## src/rtl/eprom_rd_pkg.sv

```systemverilog
package eprom_rd_pkg;

  // Strobes from the sequencer to the datapath, valid for one clock.
  typedef struct packed {
    logic loadAddr;   // latch request address onto the bus
    logic ceOn;       // select the device
    logic ceOff;      // release the device into standby
    logic oeOn;       // enable the device's output drivers
    logic oeOff;      // disable the device's output drivers
    logic capture;    // sample the data bus and raise the valid strobe
  } rdCtrl_t;

  // Clock cycles needed to cover a delay: rounded up, at least one.
  function automatic int waitCycles(input int delayNs, input int periodNs);
    int c;
    c = (delayNs + periodNs - 1) / periodNs;
    if (c < 1) c = 1;
    return c;
  endfunction

  function automatic int maxOf(input int a, input int b);
    return (a > b) ? a : b;
  endfunction

endpackage

```

## src/rtl/eprom_rd_fsm.sv

```systemverilog
module eprom_rd_fsm
  import eprom_rd_pkg::*;
#(
  parameter int ADDR_CYC    = 12,
  parameter int CE_CYC      = 12,
  parameter int OE_CYC      = 4,
  parameter int IDLE_CYCLES = 16
) (
  input  logic    clk,
  input  logic    rstN,
  input  logic    reqValid,
  output logic    reqReady,
  output rdCtrl_t ctrl
);

  // Output enable is deferred as late as the chip-enable path allows.
  localparam int OE_DELAY   = (CE_CYC > OE_CYC) ? (CE_CYC - OE_CYC) : 0;
  localparam int SAMPLE_CYC = maxOf(maxOf(ADDR_CYC, CE_CYC), OE_DELAY + OE_CYC);
  localparam int CNT_W      = $clog2(SAMPLE_CYC + 1);
  localparam int IDLE_W     = (IDLE_CYCLES > 1) ? $clog2(IDLE_CYCLES) : 1;

  typedef enum logic {ST_IDLE, ST_ACCESS} rdState_t;

  rdState_t          state;
  logic [CNT_W-1:0]  accCnt;
  logic [CNT_W-1:0]  elapsed;
  logic [IDLE_W-1:0] idleCnt;
  logic              standby;
  logic              accept;
  logic              sampleHit;
  logic              idleExpire;
  logic              oeHit;

  assign accept     = (state == ST_IDLE) && reqValid;
  assign elapsed    = accCnt + 1'b1;
  assign sampleHit  = (state == ST_ACCESS) && (elapsed == CNT_W'(SAMPLE_CYC));
  assign idleExpire = (state == ST_IDLE) && !accept && !standby &&
                      (idleCnt == IDLE_W'(IDLE_CYCLES - 1));

  generate
    if (OE_DELAY == 0) begin : g_oeWithCe
      assign oeHit = accept;
    end else begin : g_oeDeferred
      assign oeHit = (state == ST_ACCESS) && (elapsed == CNT_W'(OE_DELAY));
    end
  endgenerate

  always_ff @(posedge clk or negedge rstN) begin
    if (!rstN) begin
      state   <= ST_IDLE;
      accCnt  <= '0;
      idleCnt <= '0;
      standby <= 1'b1;
    end else begin
      case (state)
        ST_IDLE: begin
          if (accept) begin
            state   <= ST_ACCESS;
            accCnt  <= '0;
            standby <= 1'b0;
          end else if (!standby) begin
            if (idleExpire) begin
              standby <= 1'b1;
              idleCnt <= '0;
            end else begin
              idleCnt <= idleCnt + 1'b1;
            end
          end
        end
        ST_ACCESS: begin
          if (sampleHit) begin
            state   <= ST_IDLE;
            idleCnt <= '0;
          end else begin
            accCnt <= elapsed;
          end
        end
        default: state <= ST_IDLE;
      endcase
    end
  end

  always_comb begin
    reqReady      = (state == ST_IDLE);
    ctrl          = '0;
    ctrl.loadAddr = accept;
    ctrl.ceOn     = accept;
    ctrl.ceOff    = idleExpire;
    ctrl.oeOn     = oeHit;
    ctrl.oeOff    = sampleHit;
    ctrl.capture  = sampleHit;
  end

endmodule

```

## src/rtl/eprom_rd_dp.sv

```systemverilog
module eprom_rd_dp
  import eprom_rd_pkg::*;
#(
  parameter int ADDR_W = 17,
  parameter int DATA_W = 8
) (
  input  logic              clk,
  input  logic              rstN,
  input  rdCtrl_t           ctrl,
  input  logic [ADDR_W-1:0] reqAddr,
  input  logic [DATA_W-1:0] romData,
  output logic [ADDR_W-1:0] romAddr,
  output logic              romCeN,
  output logic              romOeN,
  output logic              rdValid,
  output logic [DATA_W-1:0] rdData
);

  always_ff @(posedge clk or negedge rstN) begin
    if (!rstN) begin
      romAddr <= '0;
    end else if (ctrl.loadAddr) begin
      romAddr <= reqAddr;
    end
  end

  always_ff @(posedge clk or negedge rstN) begin
    if (!rstN) begin
      romCeN <= 1'b1;
    end else if (ctrl.ceOn) begin
      romCeN <= 1'b0;
    end else if (ctrl.ceOff) begin
      romCeN <= 1'b1;
    end
  end

  // Output drivers never stay on once the device is released.
  always_ff @(posedge clk or negedge rstN) begin
    if (!rstN) begin
      romOeN <= 1'b1;
    end else if (ctrl.oeOn) begin
      romOeN <= 1'b0;
    end else if (ctrl.oeOff || ctrl.ceOff) begin
      romOeN <= 1'b1;
    end
  end

  always_ff @(posedge clk or negedge rstN) begin
    if (!rstN) begin
      rdData  <= '0;
      rdValid <= 1'b0;
    end else begin
      rdValid <= ctrl.capture;
      if (ctrl.capture) rdData <= romData;
    end
  end

endmodule

```

## src/rtl/eprom_rd_ctrl.sv

```systemverilog
module eprom_rd_ctrl
  import eprom_rd_pkg::*;
#(
  parameter int CLK_PERIOD_NS = 8,
  parameter int T_ADDR_NS     = 90,
  parameter int T_CE_NS       = 90,
  parameter int T_OE_NS       = 30,
  parameter int IDLE_CYCLES   = 16,
  parameter int ADDR_W        = 17,
  parameter int DATA_W        = 8
) (
  input  logic              clk,
  input  logic              rstN,
  input  logic              reqValid,
  input  logic [ADDR_W-1:0] reqAddr,
  output logic              reqReady,
  output logic              rdValid,
  output logic [DATA_W-1:0] rdData,
  output logic [ADDR_W-1:0] romAddr,
  output logic              romCeN,
  output logic              romOeN,
  output logic              romPgmN,
  input  logic [DATA_W-1:0] romData
);

  localparam int ADDR_CYC = waitCycles(T_ADDR_NS, CLK_PERIOD_NS);
  localparam int CE_CYC   = waitCycles(T_CE_NS, CLK_PERIOD_NS);
  localparam int OE_CYC   = waitCycles(T_OE_NS, CLK_PERIOD_NS);

  rdCtrl_t ctrl;

  assign romPgmN = 1'b1;

  eprom_rd_fsm #(
    .ADDR_CYC   (ADDR_CYC),
    .CE_CYC     (CE_CYC),
    .OE_CYC     (OE_CYC),
    .IDLE_CYCLES(IDLE_CYCLES)
  ) u_fsm (
    .clk     (clk),
    .rstN    (rstN),
    .reqValid(reqValid),
    .reqReady(reqReady),
    .ctrl    (ctrl)
  );

  eprom_rd_dp #(
    .ADDR_W(ADDR_W),
    .DATA_W(DATA_W)
  ) u_dp (
    .clk    (clk),
    .rstN   (rstN),
    .ctrl   (ctrl),
    .reqAddr(reqAddr),
    .romData(romData),
    .romAddr(romAddr),
    .romCeN (romCeN),
    .romOeN (romOeN),
    .rdValid(rdValid),
    .rdData (rdData)
  );

endmodule

```

## config.mk

```make
export PLATFORM = sky130hd
export DESIGN_NAME = eprom_rd_ctrl
export DESIGN_NICKNAME = d
export VERILOG_FILES = /design/src/rtl/eprom_rd_pkg.sv /design/src/rtl/eprom_rd_fsm.sv /design/src/rtl/eprom_rd_dp.sv /design/src/rtl/eprom_rd_ctrl.sv
export SDC_FILE = /design/constraint.sdc
export NUM_CORES = 1
export LEC_CHECK = 0
export ABC_AREA = 1
export ABC_CLOCK_PERIOD_IN_PS = 1790
export BUFFER_PORTS_ARGS = -buffer_cell sky130_fd_sc_hd__buf_2
export CAP_MARGIN = 15
export CELL_PAD_IN_SITES_DETAIL_PLACEMENT = 0
export CELL_PAD_IN_SITES_GLOBAL_PLACEMENT = 1
export CORE_MARGIN = 1.5
export CORE_UTILIZATION = 35
export CTS_CLUSTER_SIZE = 24
export DETAILED_ROUTE_END_ITERATION = 10
export PLACE_DENSITY_LB_ADDON = 0.1
export SYNTH_ARGS = -nofsm -noshare
export SYNTH_HDL_FRONTEND = slang
export SYNTH_HIERARCHICAL = 1
export SYNTH_SLANG_ARGS = --single-unit
export TNS_END_PERCENT = 100
```

## constraint.sdc

```tcl
create_clock -name clk -period 1.79 [get_ports clk]
set_input_delay 0.358 -clock clk [delete_from_list [all_inputs] [get_ports clk]]
set_output_delay 0.358 -clock clk [all_outputs]
set_load 0.1 [all_outputs]
```

==> results.sh, run 1 <==
export IMPL_worst_hold_slack_ns=0.003002
export IMPL_synth_top_area_cell="dfrtp_1"
export IMPL_portBuffers=56
export IMPL_drv_cap=0
export IMPL_clock_latency_ns=0.29
export IMPL_cp_max_fo=7
export IMPL_wl_um=3577
export IMPL_r2r_start="u_fsm/accCnt[0]"
export IMPL_layout_drive_gt1_share=0.3152
export IMPL_syn_inst=200
export IMPL_regArea_sq_um=954.7
export IMPL_postRouteAntennaNets=0
export IMPL_place_gp_congestion=0.7570
export IMPL_dr_pass1_iters=4
export IMPL_setup_worst_path_start="u_fsm/state"
export IMPL_clk_pin_slew_ns=0.08
export IMPL_fillCellCount=499
export IMPL_min_path_type="in2async"
export IMPL_die_h_um=73.52
export IMPL_place_hpwl_um=2589
export IMPL_status="completed"
export IMPL_critPathCaptureType="output port"
export IMPL_fin_crit_sh=0.9521
export IMPL_finalSetupViolations=0
export IMPL_synth_simple_area_share=0.2106
export IMPL_drtIter0Drc=37
export IMPL_syn2layout_area_growth_pct=25.09
export IMPL_cp_required_ns=1.43
export IMPL_ctsRootBufferMaster="clkbuf_8"
export IMPL_syn_area_sq_mm=0.001740
export IMPL_antennaDiodeCount=0
export IMPL_slew_viol_final=0
export IMPL_synth_warnings=6
export IMPL_route_detailed_drc=0
export IMPL_synthMuxAreaShare=0
export IMPL_die_w_um=73.52
export IMPL_initial_core_util=0.3661
export IMPL_htreeDepth=2
export IMPL_fin_cells=324
export IMPL_synth_xor_area_frac=0.005032
export IMPL_syn_area_per_cell_sq_um=8.702
export IMPL_ys_seq_area_frac=0.5485
export IMPL_fin_nets=287
export IMPL_placed_cell_area_sq_mm=0.002057
export IMPL_fin_skew_ns=0.008533
export IMPL_ys_ff_latch=38
export IMPL_synth_top_area_share=0.5032
export IMPL_cp_arrival_ns=1.35
export IMPL_clk_path_buf_depth=2
export IMPL_finalHoldViolations=0
export IMPL_grt_ovfl_total=0
export IMPL_synth_compound_area_frac=0.08052
export IMPL_multi_input_comb_area_sq_um=559.3
export IMPL_vias=1345
export IMPL_period_minus_slack_ns=1.704
export IMPL_grt_pass1_wl_um=5858
export IMPL_grt_max_degree=37
export IMPL_timing_setup_tns_ns=0
export IMPL_antenna_found_initial=0
export IMPL_viasPerCell=4.151
export IMPL_synth_cell_types=20
export IMPL_num_io_pins=58
export IMPL_num_rows=25
export IMPL_synthAdderAreaFrac=0.02157
export IMPL_rsz0062_at_grt="false"
export IMPL_critPathLaunchType="flip-flop"
export IMPL_stdcell_area_sq_mm=0.002177
export IMPL_ys_top_cells_by_area="dfrtp_1 50%, nand2_1 11%, inv_1 8.2%"
export IMPL_worstSetupPathType="reg2out"
export IMPL_cts_tree="built"
export IMPL_dieArea_sq_mm=0.005404
export IMPL_grtUsageTotal=0.1452
export IMPL_syn_num_nets=231
export IMPL_cts_buffers=5
export IMPL_holdBufCountCts=0
export IMPL_fmax_mhz=586.8
export IMPL_dp_cells=316
export IMPL_numClockSinks=38
export IMPL_grt_pass1_vias=1272
export IMPL_wl_per_cell_um=11.04
export IMPL_core_area_sq_mm=0.004755
export IMPL_synth_top_family_by_area="simple AND/OR/NAND/NOR gates"
## final timing paths
check | slack [ns] | cells past startpoint | to
max in group asynchronous | 1.21 | 2 | u_dp/romCeN
max | 0.09 | 2 | reqReady
min | 0.003 | 1 | u_dp/rdData[3]
min reg2reg | 0.49 | 2 | u_dp/romCeN
max reg2reg | 0.20 | 9 | u_dp/romOeN
min in group clk | 0.26 | 3 | u_dp/rdData[6]
## cell usage after synthesis, drive strengths merged
master	number
a21oi	3
buf	11
conb	1
dfrtp	35
dfstp	3
ha	3
inv	39
nand2	55
nand3	10
nand4	2
nor2	12
o21ai	25
xor2	1
## worst max-delay path, stage by stage (launching register included)
cell	delay (ns)
dfrtp_1	0.46
inv_4	0.15
buf_2	0.44
## cell type report
cell class	count	share of cell area
Clock buffer	7	0.03966
Clock inverter	1	0.01379
Inverter	39	0.06839
Multi-Input combinational cell	112	0.2569
Sequential cell	38	0.4385
Tap cell	67	0.03851
Timing Repair Buffer	60	0.1443
## timing repair
action                     in CTS  in global routing
setup endpoints to repair       0                  1
hold endpoints to repair        0                  0
resized for setup               0                  1
setup buffers                   0                  0
## sequential cells by signal (all words and copies together) (netlist names)
name           flops
u_dp/rdData        8
u_dp/rdValid       1
u_dp/romAddr      17
u_dp/romCeN        1
u_dp/romOeN        1
u_fsm/accCnt       4
u_fsm/idleCnt      4
u_fsm/standby      1
u_fsm/state        1
## kinds of logic (layout without fill, tap and decap cells)
logic type / Yosys count / in the layout
other: 1 / 1
adders and majority gates: 3 / 3
xor gates and xnor gates: 1 / 1
buffers and inverters: 50 / 107
DFF: 38 / 38
and+or+nand+nor: 79 / 79
AOI/OAI and AO/OA: 28 / 28
## routing by layer
| layer | track usage | part of all wire |
|---|---|---|
| met1 | 0.1746 | 0.46 |
| met4 | 0.05556 | 0.013 |
| met2 | 0.2312 | 0.46 |
| met5 | 0 | 0 |
| met3 | 0.06036 | 0.069 |
## through the flow
stage / utilization / setup slack [ns]
global route: 0.4579 / 0.01631
CTS: 0.4571 / 0.06158
global placement: 0.4326 / 0.2451
floorplan: - / 0.2352
detailed placement: 0.4326 / 0.1736
finish: 0.4579 / 0.08571
## cell usage in the layout (no fill, tap or decap), types with 3 or more instances in the layout
master,n
buf_2,56
nand2_1,49
inv_1,38
dfrtp_1,35
o21ai_0,25
nor2_1,9
nand3_1,9
clkbuf_8,6
buf_4,3
a21oi_1,3
dfstp_2,3
nand2_2,3
nand2_4,3
ha_1,3
Power of run 1 is not shown: default switching activity piles up to over one toggle a cycle in this logic, so the estimate is an artifact.
==> inputs of run 2 (changes only) <==
--- a/config.mk
+++ b/config.mk
@@ -6,7 +6,7 @@
 export NUM_CORES = 1
 export LEC_CHECK = 0
 export ABC_AREA = 1
-export ABC_CLOCK_PERIOD_IN_PS = 1790
+export ABC_CLOCK_PERIOD_IN_PS = 2000
 export BUFFER_PORTS_ARGS = -buffer_cell sky130_fd_sc_hd__buf_2
 export CAP_MARGIN = 15
 export CELL_PAD_IN_SITES_DETAIL_PLACEMENT = 0
@@ -15,7 +15,7 @@
 export CORE_UTILIZATION = 35
 export CTS_CLUSTER_SIZE = 24
 export DETAILED_ROUTE_END_ITERATION = 10
-export PLACE_DENSITY_LB_ADDON = 0.1
+export PLACE_DENSITY = 0.76
 export SYNTH_ARGS = -nofsm -noshare
 export SYNTH_HDL_FRONTEND = slang
 export SYNTH_HIERARCHICAL = 1
==> constraint.sdc (replaced) <==
create_clock -name clk -period 2 [get_ports clk]
set_input_delay 0.4 -clock clk [delete_from_list [all_inputs] [get_ports clk]]
set_output_delay 0.4 -clock clk [all_outputs]
set_load 0.1 [all_outputs]
==> run 2 against run 1 <==
Via count is 0.59% lower. Critical path type is now reg2reg. Design area is 1.5% lower. Sequential share of layout area is 0.67 points higher. Hold slack better by 0.14 ns. Final cell count is 0.31% lower. First-iteration DRC count is 38% higher. Sequential cell count stayed put. Clock skew is 0.0015 ns lower. Register-to-register slack better by 0.07 ns.
==> results.sh, run 2 (synthesized netlist as in run 1, its figures left out) <==
export IMPL_cp_max_fo=18
export IMPL_grt_pass1_wl_um=5292
export IMPL_final_cell_mix="56 x buf_2, 49 x nand2_1, 38 x inv_1"
export IMPL_timing_setup_tns_ns=0
export IMPL_syn2layout_area_growth_pct=23.22
export IMPL_cts_tree="built"
export IMPL_fin_nets=286
export IMPL_htreeDepth=2
export IMPL_largest_reg_flops=17
export IMPL_clk_path_buf_depth=2
export IMPL_die_h_um=73.52
export IMPL_final_util=0.4511
export IMPL_cp_required_ns=2.15
export IMPL_slew_viol_final=0
export IMPL_route_detailed_drc=0
export IMPL_cp_arrival_ns=1.87
export IMPL_place_gp_congestion=0.7476
export IMPL_dieArea_sq_mm=0.005404
export IMPL_vias=1337
export IMPL_antennaDiodeCount=0
export IMPL_largestRegisters="u_dp/romAddr (17), u_dp/rdData (8)"
export IMPL_wl_per_cell_um=9.650
export IMPL_period_minus_slack_ns=1.725
export IMPL_status="completed"
export IMPL_portBuffers=56
export IMPL_cts_buffers=5
export IMPL_core_area_sq_mm=0.004755
export IMPL_rsz0062_at_grt="false"
export IMPL_fin_crit_sh=0.8625
export IMPL_clock_latency_ns=0.29
export IMPL_largest_register="u_dp/romAddr"
export IMPL_initial_core_util=0.3661
export IMPL_antenna_found_initial=0
export IMPL_drtIter0Drc=51
export IMPL_fmax_mhz=579.7
export IMPL_critPathLaunchType="flip-flop"
export IMPL_num_rows=25
export IMPL_grt_ovfl_total=0
export IMPL_die_w_um=73.52
export IMPL_layout_commonest_cell="buf_2"
export IMPL_finalSetupViolations=0
export IMPL_dp_cells=315
export IMPL_wl_um=3117
export IMPL_finalHoldViolations=0
export IMPL_postRouteAntennaNets=0
export IMPL_num_io_pins=58
export IMPL_fin_skew_ns=0.006997
export IMPL_critPathCaptureType="flip-flop"
export IMPL_drv_cap=0
export IMPL_grtUsageTotal=0.1283
export IMPL_worstSetupPathType="reg2reg"
export IMPL_post_cts_resize_count=0
export IMPL_min_path_type="in2async"
export IMPL_post_cts_setup_buffers=0
export IMPL_grt_max_degree=39
export IMPL_fin_cells=323
export IMPL_dr_pass1_iters=4
export IMPL_place_hpwl_um=2259
export IMPL_grt_pass1_vias=1184
export IMPL_numClockSinks=38
export IMPL_stdcell_area_sq_mm=0.002145
export IMPL_ctsRootBufferMaster="clkbuf_8"
export IMPL_holdBufCountCts=0
export IMPL_placed_cell_area_sq_mm=0.002049
export IMPL_clk_pin_slew_ns=0.08
export IMPL_viasPerCell=4.139
export IMPL_layout_drive_gt1_share=0.3164
run 2: cell types whose count changed in the layout (fill, tap and decap cells not counted):
cell        before  now
clkbuf_1         1    0
bufinv_16        1    0
clkinv_2         0    1
clkinvlp_4       0    1
buf_6            1    0
run 2: critical path: stages (launching register included):
cell and delay [ns]:
dfrtp_1 0.44, ha_1 0.23, nand2_1 0.12, nand3_4 0.10, nor2_4 0.10, nand2_4 0.11, inv_1 0.33, o21ai_0 0.16
run 2: final timing paths:
kind	from	to	slack [ns]	cells past startpoint
max in group asynchronous	rstN	u_dp/romCeN	1.49	2
setup / recovery	u_fsm/accCnt[0]	u_dp/rdData[0]	0.27	7
setup reg to reg	u_fsm/accCnt[0]	u_dp/rdData[0]	0.27	7
hold reg to reg	u_dp/romCeN	u_dp/romCeN	0.49	2
min in group clk	reqAddr[0]	u_dp/romAddr[0]	0.31	3
hold / removal	rstN	u_fsm/idleCnt[2]	0.14	2
run 2: layout make-up:
type                    instances  area [sq um]
fillers                       508          2610
flip-flops and latches         38         954.7
multi-input cells             112         559.3
repair buffers                 59         302.8
inverters                      39         148.9
well taps                      67         83.83
clock buffers                   6         82.58
clock inverters                 2         12.51
run 2: metrics by stage:
stage / worst slack, ns / hold WS, ns
after floorplan: 0.4452 / 0.1044
after global placement: 0.3189 / 0.4744
after detailed placement: 0.2595 / 0.4777
after CTS: 0.2293 / 0.1579
after global routing: 0.07137 / 0.1915
final: 0.2749 / 0.1437
run 2: per-layer routing:
metal | GRT usage | vias up | wire [um] | part of all wire
met1 | 0.1735 | 578 | 1530 | 0.49
li1 | - | 708 | - | -
met5 | 0 | - | 0 | 0
met3 | 0.03841 | 4 | 187 | 0.060
met2 | 0.1932 | 47 | 1349 | 0.43
met4 | 0.04938 | 0 | 49 | 0.016
Power of run 2 is left out for the same reason.
==> inputs of run 3 (changes only) <==
--- a/config.mk
+++ b/config.mk
@@ -6,7 +6,7 @@
 export NUM_CORES = 1
 export LEC_CHECK = 0
 export ABC_AREA = 1
-export ABC_CLOCK_PERIOD_IN_PS = 2000
+export ABC_CLOCK_PERIOD_IN_PS = 2060
 export BUFFER_PORTS_ARGS = -buffer_cell sky130_fd_sc_hd__buf_2
 export CAP_MARGIN = 15
 export CELL_PAD_IN_SITES_DETAIL_PLACEMENT = 0
@@ -15,9 +15,8 @@
 export CORE_UTILIZATION = 35
 export CTS_CLUSTER_SIZE = 24
 export DETAILED_ROUTE_END_ITERATION = 10
-export PLACE_DENSITY = 0.76
+export PLACE_DENSITY = 0.77
 export SYNTH_ARGS = -nofsm -noshare
 export SYNTH_HDL_FRONTEND = slang
-export SYNTH_HIERARCHICAL = 1
 export SYNTH_SLANG_ARGS = --single-unit
 export TNS_END_PERCENT = 100
==> constraint.sdc (replaced) <==
create_clock -name clk -period 2.06 [get_ports clk]
set_input_delay 0.412 -clock clk [delete_from_list [all_inputs] [get_ports clk]]
set_output_delay 0.412 -clock clk [all_outputs]
set_load 0.1 [all_outputs]
==> run 3 against run 2 <==
Clock skew decreased by 0.0033 ns. Critical path type is now reg2out. Die area shrank 5.1%. Register-to-register slack better by 0.28 ns. Routed wire length increased by 2.2%. Largest cell class unchanged. Highest routed layer unchanged. Sequential share of layout area rose by 1.8 points. Hold slack better by 0.014 ns.
==> results.sh, run 3 <==
export IMPL_status="completed"
export IMPL_finalHoldViolations=0
export IMPL_critPathLaunchType="flip-flop"
export IMPL_cp_max_fo=6
export IMPL_slew_viol_final=0
export IMPL_viasPerCell=4.276
export IMPL_synthTopCellsByCount="98 x nand2_1, 35 x dfrtp_1, 11 x inv_1, 11 x nand3_1, 5 x nor2_1"
export IMPL_grtUsageTotal=0.1378
export IMPL_holdBufCountCts=0
export IMPL_syn_num_nets=222
export IMPL_postRouteAntennaNets=0
export IMPL_synth_top_area_share=0.5315
export IMPL_post_cts_resize_count=0
export IMPL_clk_pin_slew_ns=0.07
export IMPL_largest_reg_flops=17
export IMPL_syn_area_per_cell_sq_um=8.627
export IMPL_grt_max_degree=39
export IMPL_layout_drive_gt1_share=0.3175
export IMPL_ys_seq_area_frac=0.5793
export IMPL_placed_cell_area_sq_mm=0.001968
export IMPL_worstSetupPathType="reg2out"
export IMPL_cts_buffers=5
export IMPL_vias=1300
export IMPL_portBuffers=56
export IMPL_ctsRootBufferMaster="clkbuf_8"
export IMPL_final_cell_mix="98 x nand2_1, 56 x buf_2, 35 x dfrtp_1"
export IMPL_layout_commonest_cell="nand2_1"
export IMPL_antennaDiodeCount=0
export IMPL_dieArea_sq_mm=0.005129
export IMPL_rsz0062_at_grt="false"
export IMPL_antenna_found_initial=0
export IMPL_largest_register="u_dp.romAddr"
export IMPL_syn_area_sq_mm=0.001648
export IMPL_num_io_pins=58
export IMPL_synth_top_area_cell="dfrtp_1"
export IMPL_ys_flop_type="dfrtp_1"
export IMPL_largestRegisters="u_dp.romAddr (17), u_dp.rdData (8)"
export IMPL_drtIter0Drc=44
export IMPL_grt_pass1_vias=1279
export IMPL_syn2layout_area_growth_pct=24.98
export IMPL_stdcell_area_sq_mm=0.002059
export IMPL_post_cts_setup_buffers=0
export IMPL_route_detailed_drc=0
export IMPL_place_gp_congestion=0.7559
export IMPL_async_flop_share=1.000
export IMPL_fin_skew_ns=0.003737
export IMPL_dp_cells=296
export IMPL_ys_ff_latch=38
export IMPL_die_h_um=71.62
export IMPL_critPathCaptureType="output port"
export IMPL_drv_cap=0
export IMPL_synth_most_common_cell="nand2_1"
export IMPL_synth_warnings=0
export IMPL_initial_core_util=0.3708
export IMPL_place_hpwl_um=2270
export IMPL_num_rows=24
export IMPL_die_w_um=71.62
export IMPL_dr_pass1_iters=6
export IMPL_cp_arrival_ns=1.34
export IMPL_htreeDepth=2
export IMPL_period_minus_slack_ns=1.755
export IMPL_clock_latency_ns=0.29
export IMPL_ys_top_cells_by_area="dfrtp_1 53%, nand2_1 22%, dfstp_2 4.8%"
export IMPL_grt_ovfl_total=0
export IMPL_cts_tree="built"
export IMPL_grt_pass1_wl_um=5471
export IMPL_clk_path_buf_depth=2
export IMPL_finalSetupViolations=0
export IMPL_synth_cell_types=22
export IMPL_fmax_mhz=569.7
export IMPL_wl_um=3185
export IMPL_numClockSinks=38
export IMPL_worst_hold_slack_ns=0.1576
export IMPL_synth_edf_count=0
export IMPL_wl_per_cell_um=10.48
export IMPL_syn_inst=191
export IMPL_fin_cells=304
export IMPL_min_path_type="in2async"
export IMPL_core_area_sq_mm=0.004444
export IMPL_cp_required_ns=1.65
export IMPL_fin_nets=282
export IMPL_timing_setup_tns_ns=0
export IMPL_fin_crit_sh=0.8521
-- run 3: changes by cell type after synthesis, sizes merged --
cell,change
buf,-6
inv,-25
nand2,+47
nand3,+3
nor2,-5
o21ai,-24
or2,+1
-- run 3: path summary, 6_finish.rpt --
kind | slack [ns] | cells past startpoint | from | end
setup / recovery | 0.30 | 2 | u_fsm.state | reqReady
setup reg to reg | 0.55 | 8 | u_fsm.accCnt[0] | u_dp.rdData[6]
max in group asynchronous | 1.55 | 2 | rstN | u_dp.romOeN
hold / removal | 0.16 | 2 | rstN | u_dp.romAddr[4]
hold reg to reg | 0.46 | 2 | u_dp.romCeN | u_dp.romCeN
min in group clk | 0.32 | 3 | romData[0] | u_dp.rdData[0]
-- run 3: final cells by class --
type,count,area (sq um)
repair buffers,58,295.3
flip-flops and latches,38,954.7
clock inverters,1,5.005
well taps,52,65.06
clock buffers,7,86.33
inverters,14,52.55
fillers,448,2385
multi-input cells,134,600.6
-- run 3: through the flow --
step	util	setup WS, ns
final	0.4634	0.3048
after detailed placement	0.4428	0.5698
after global placement	0.4428	0.5987
after floorplan	-	0.2149
after CTS	0.4634	0.2905
after global routing	0.4634	0.2491
-- run 3: cell families (layout without fill, tap and decap cells) --
kind of cell               Yosys count  after routing  synth area share
and+or+nand+nor                    125            125            0.3219
DFF                                 38             38            0.5793
buffers and inverters               19             80           0.05619
AOI/OAI and AO/OA                    4              4           0.01214
adders and majority gates            3              3           0.02278
other                                1              1          0.002276
xor gates and xnor gates             1              1          0.005316
-- run 3: critical path, cell delays in order, from the launching register on --
cell	delay [ns]
dfrtp_1	0.47
inv_1	0.14
buf_2	0.44
-- run 3: layer usage --
layer  vias to the layer above  global-route usage  share of wire
li1                        698                   -              -
met1                       562              0.1688           0.47
met2                        34              0.2191           0.46
met3                         6             0.03516          0.050
met4                         0             0.08176          0.024
met5                         -                   0              0
Power of run 3 is left out for the same reason.
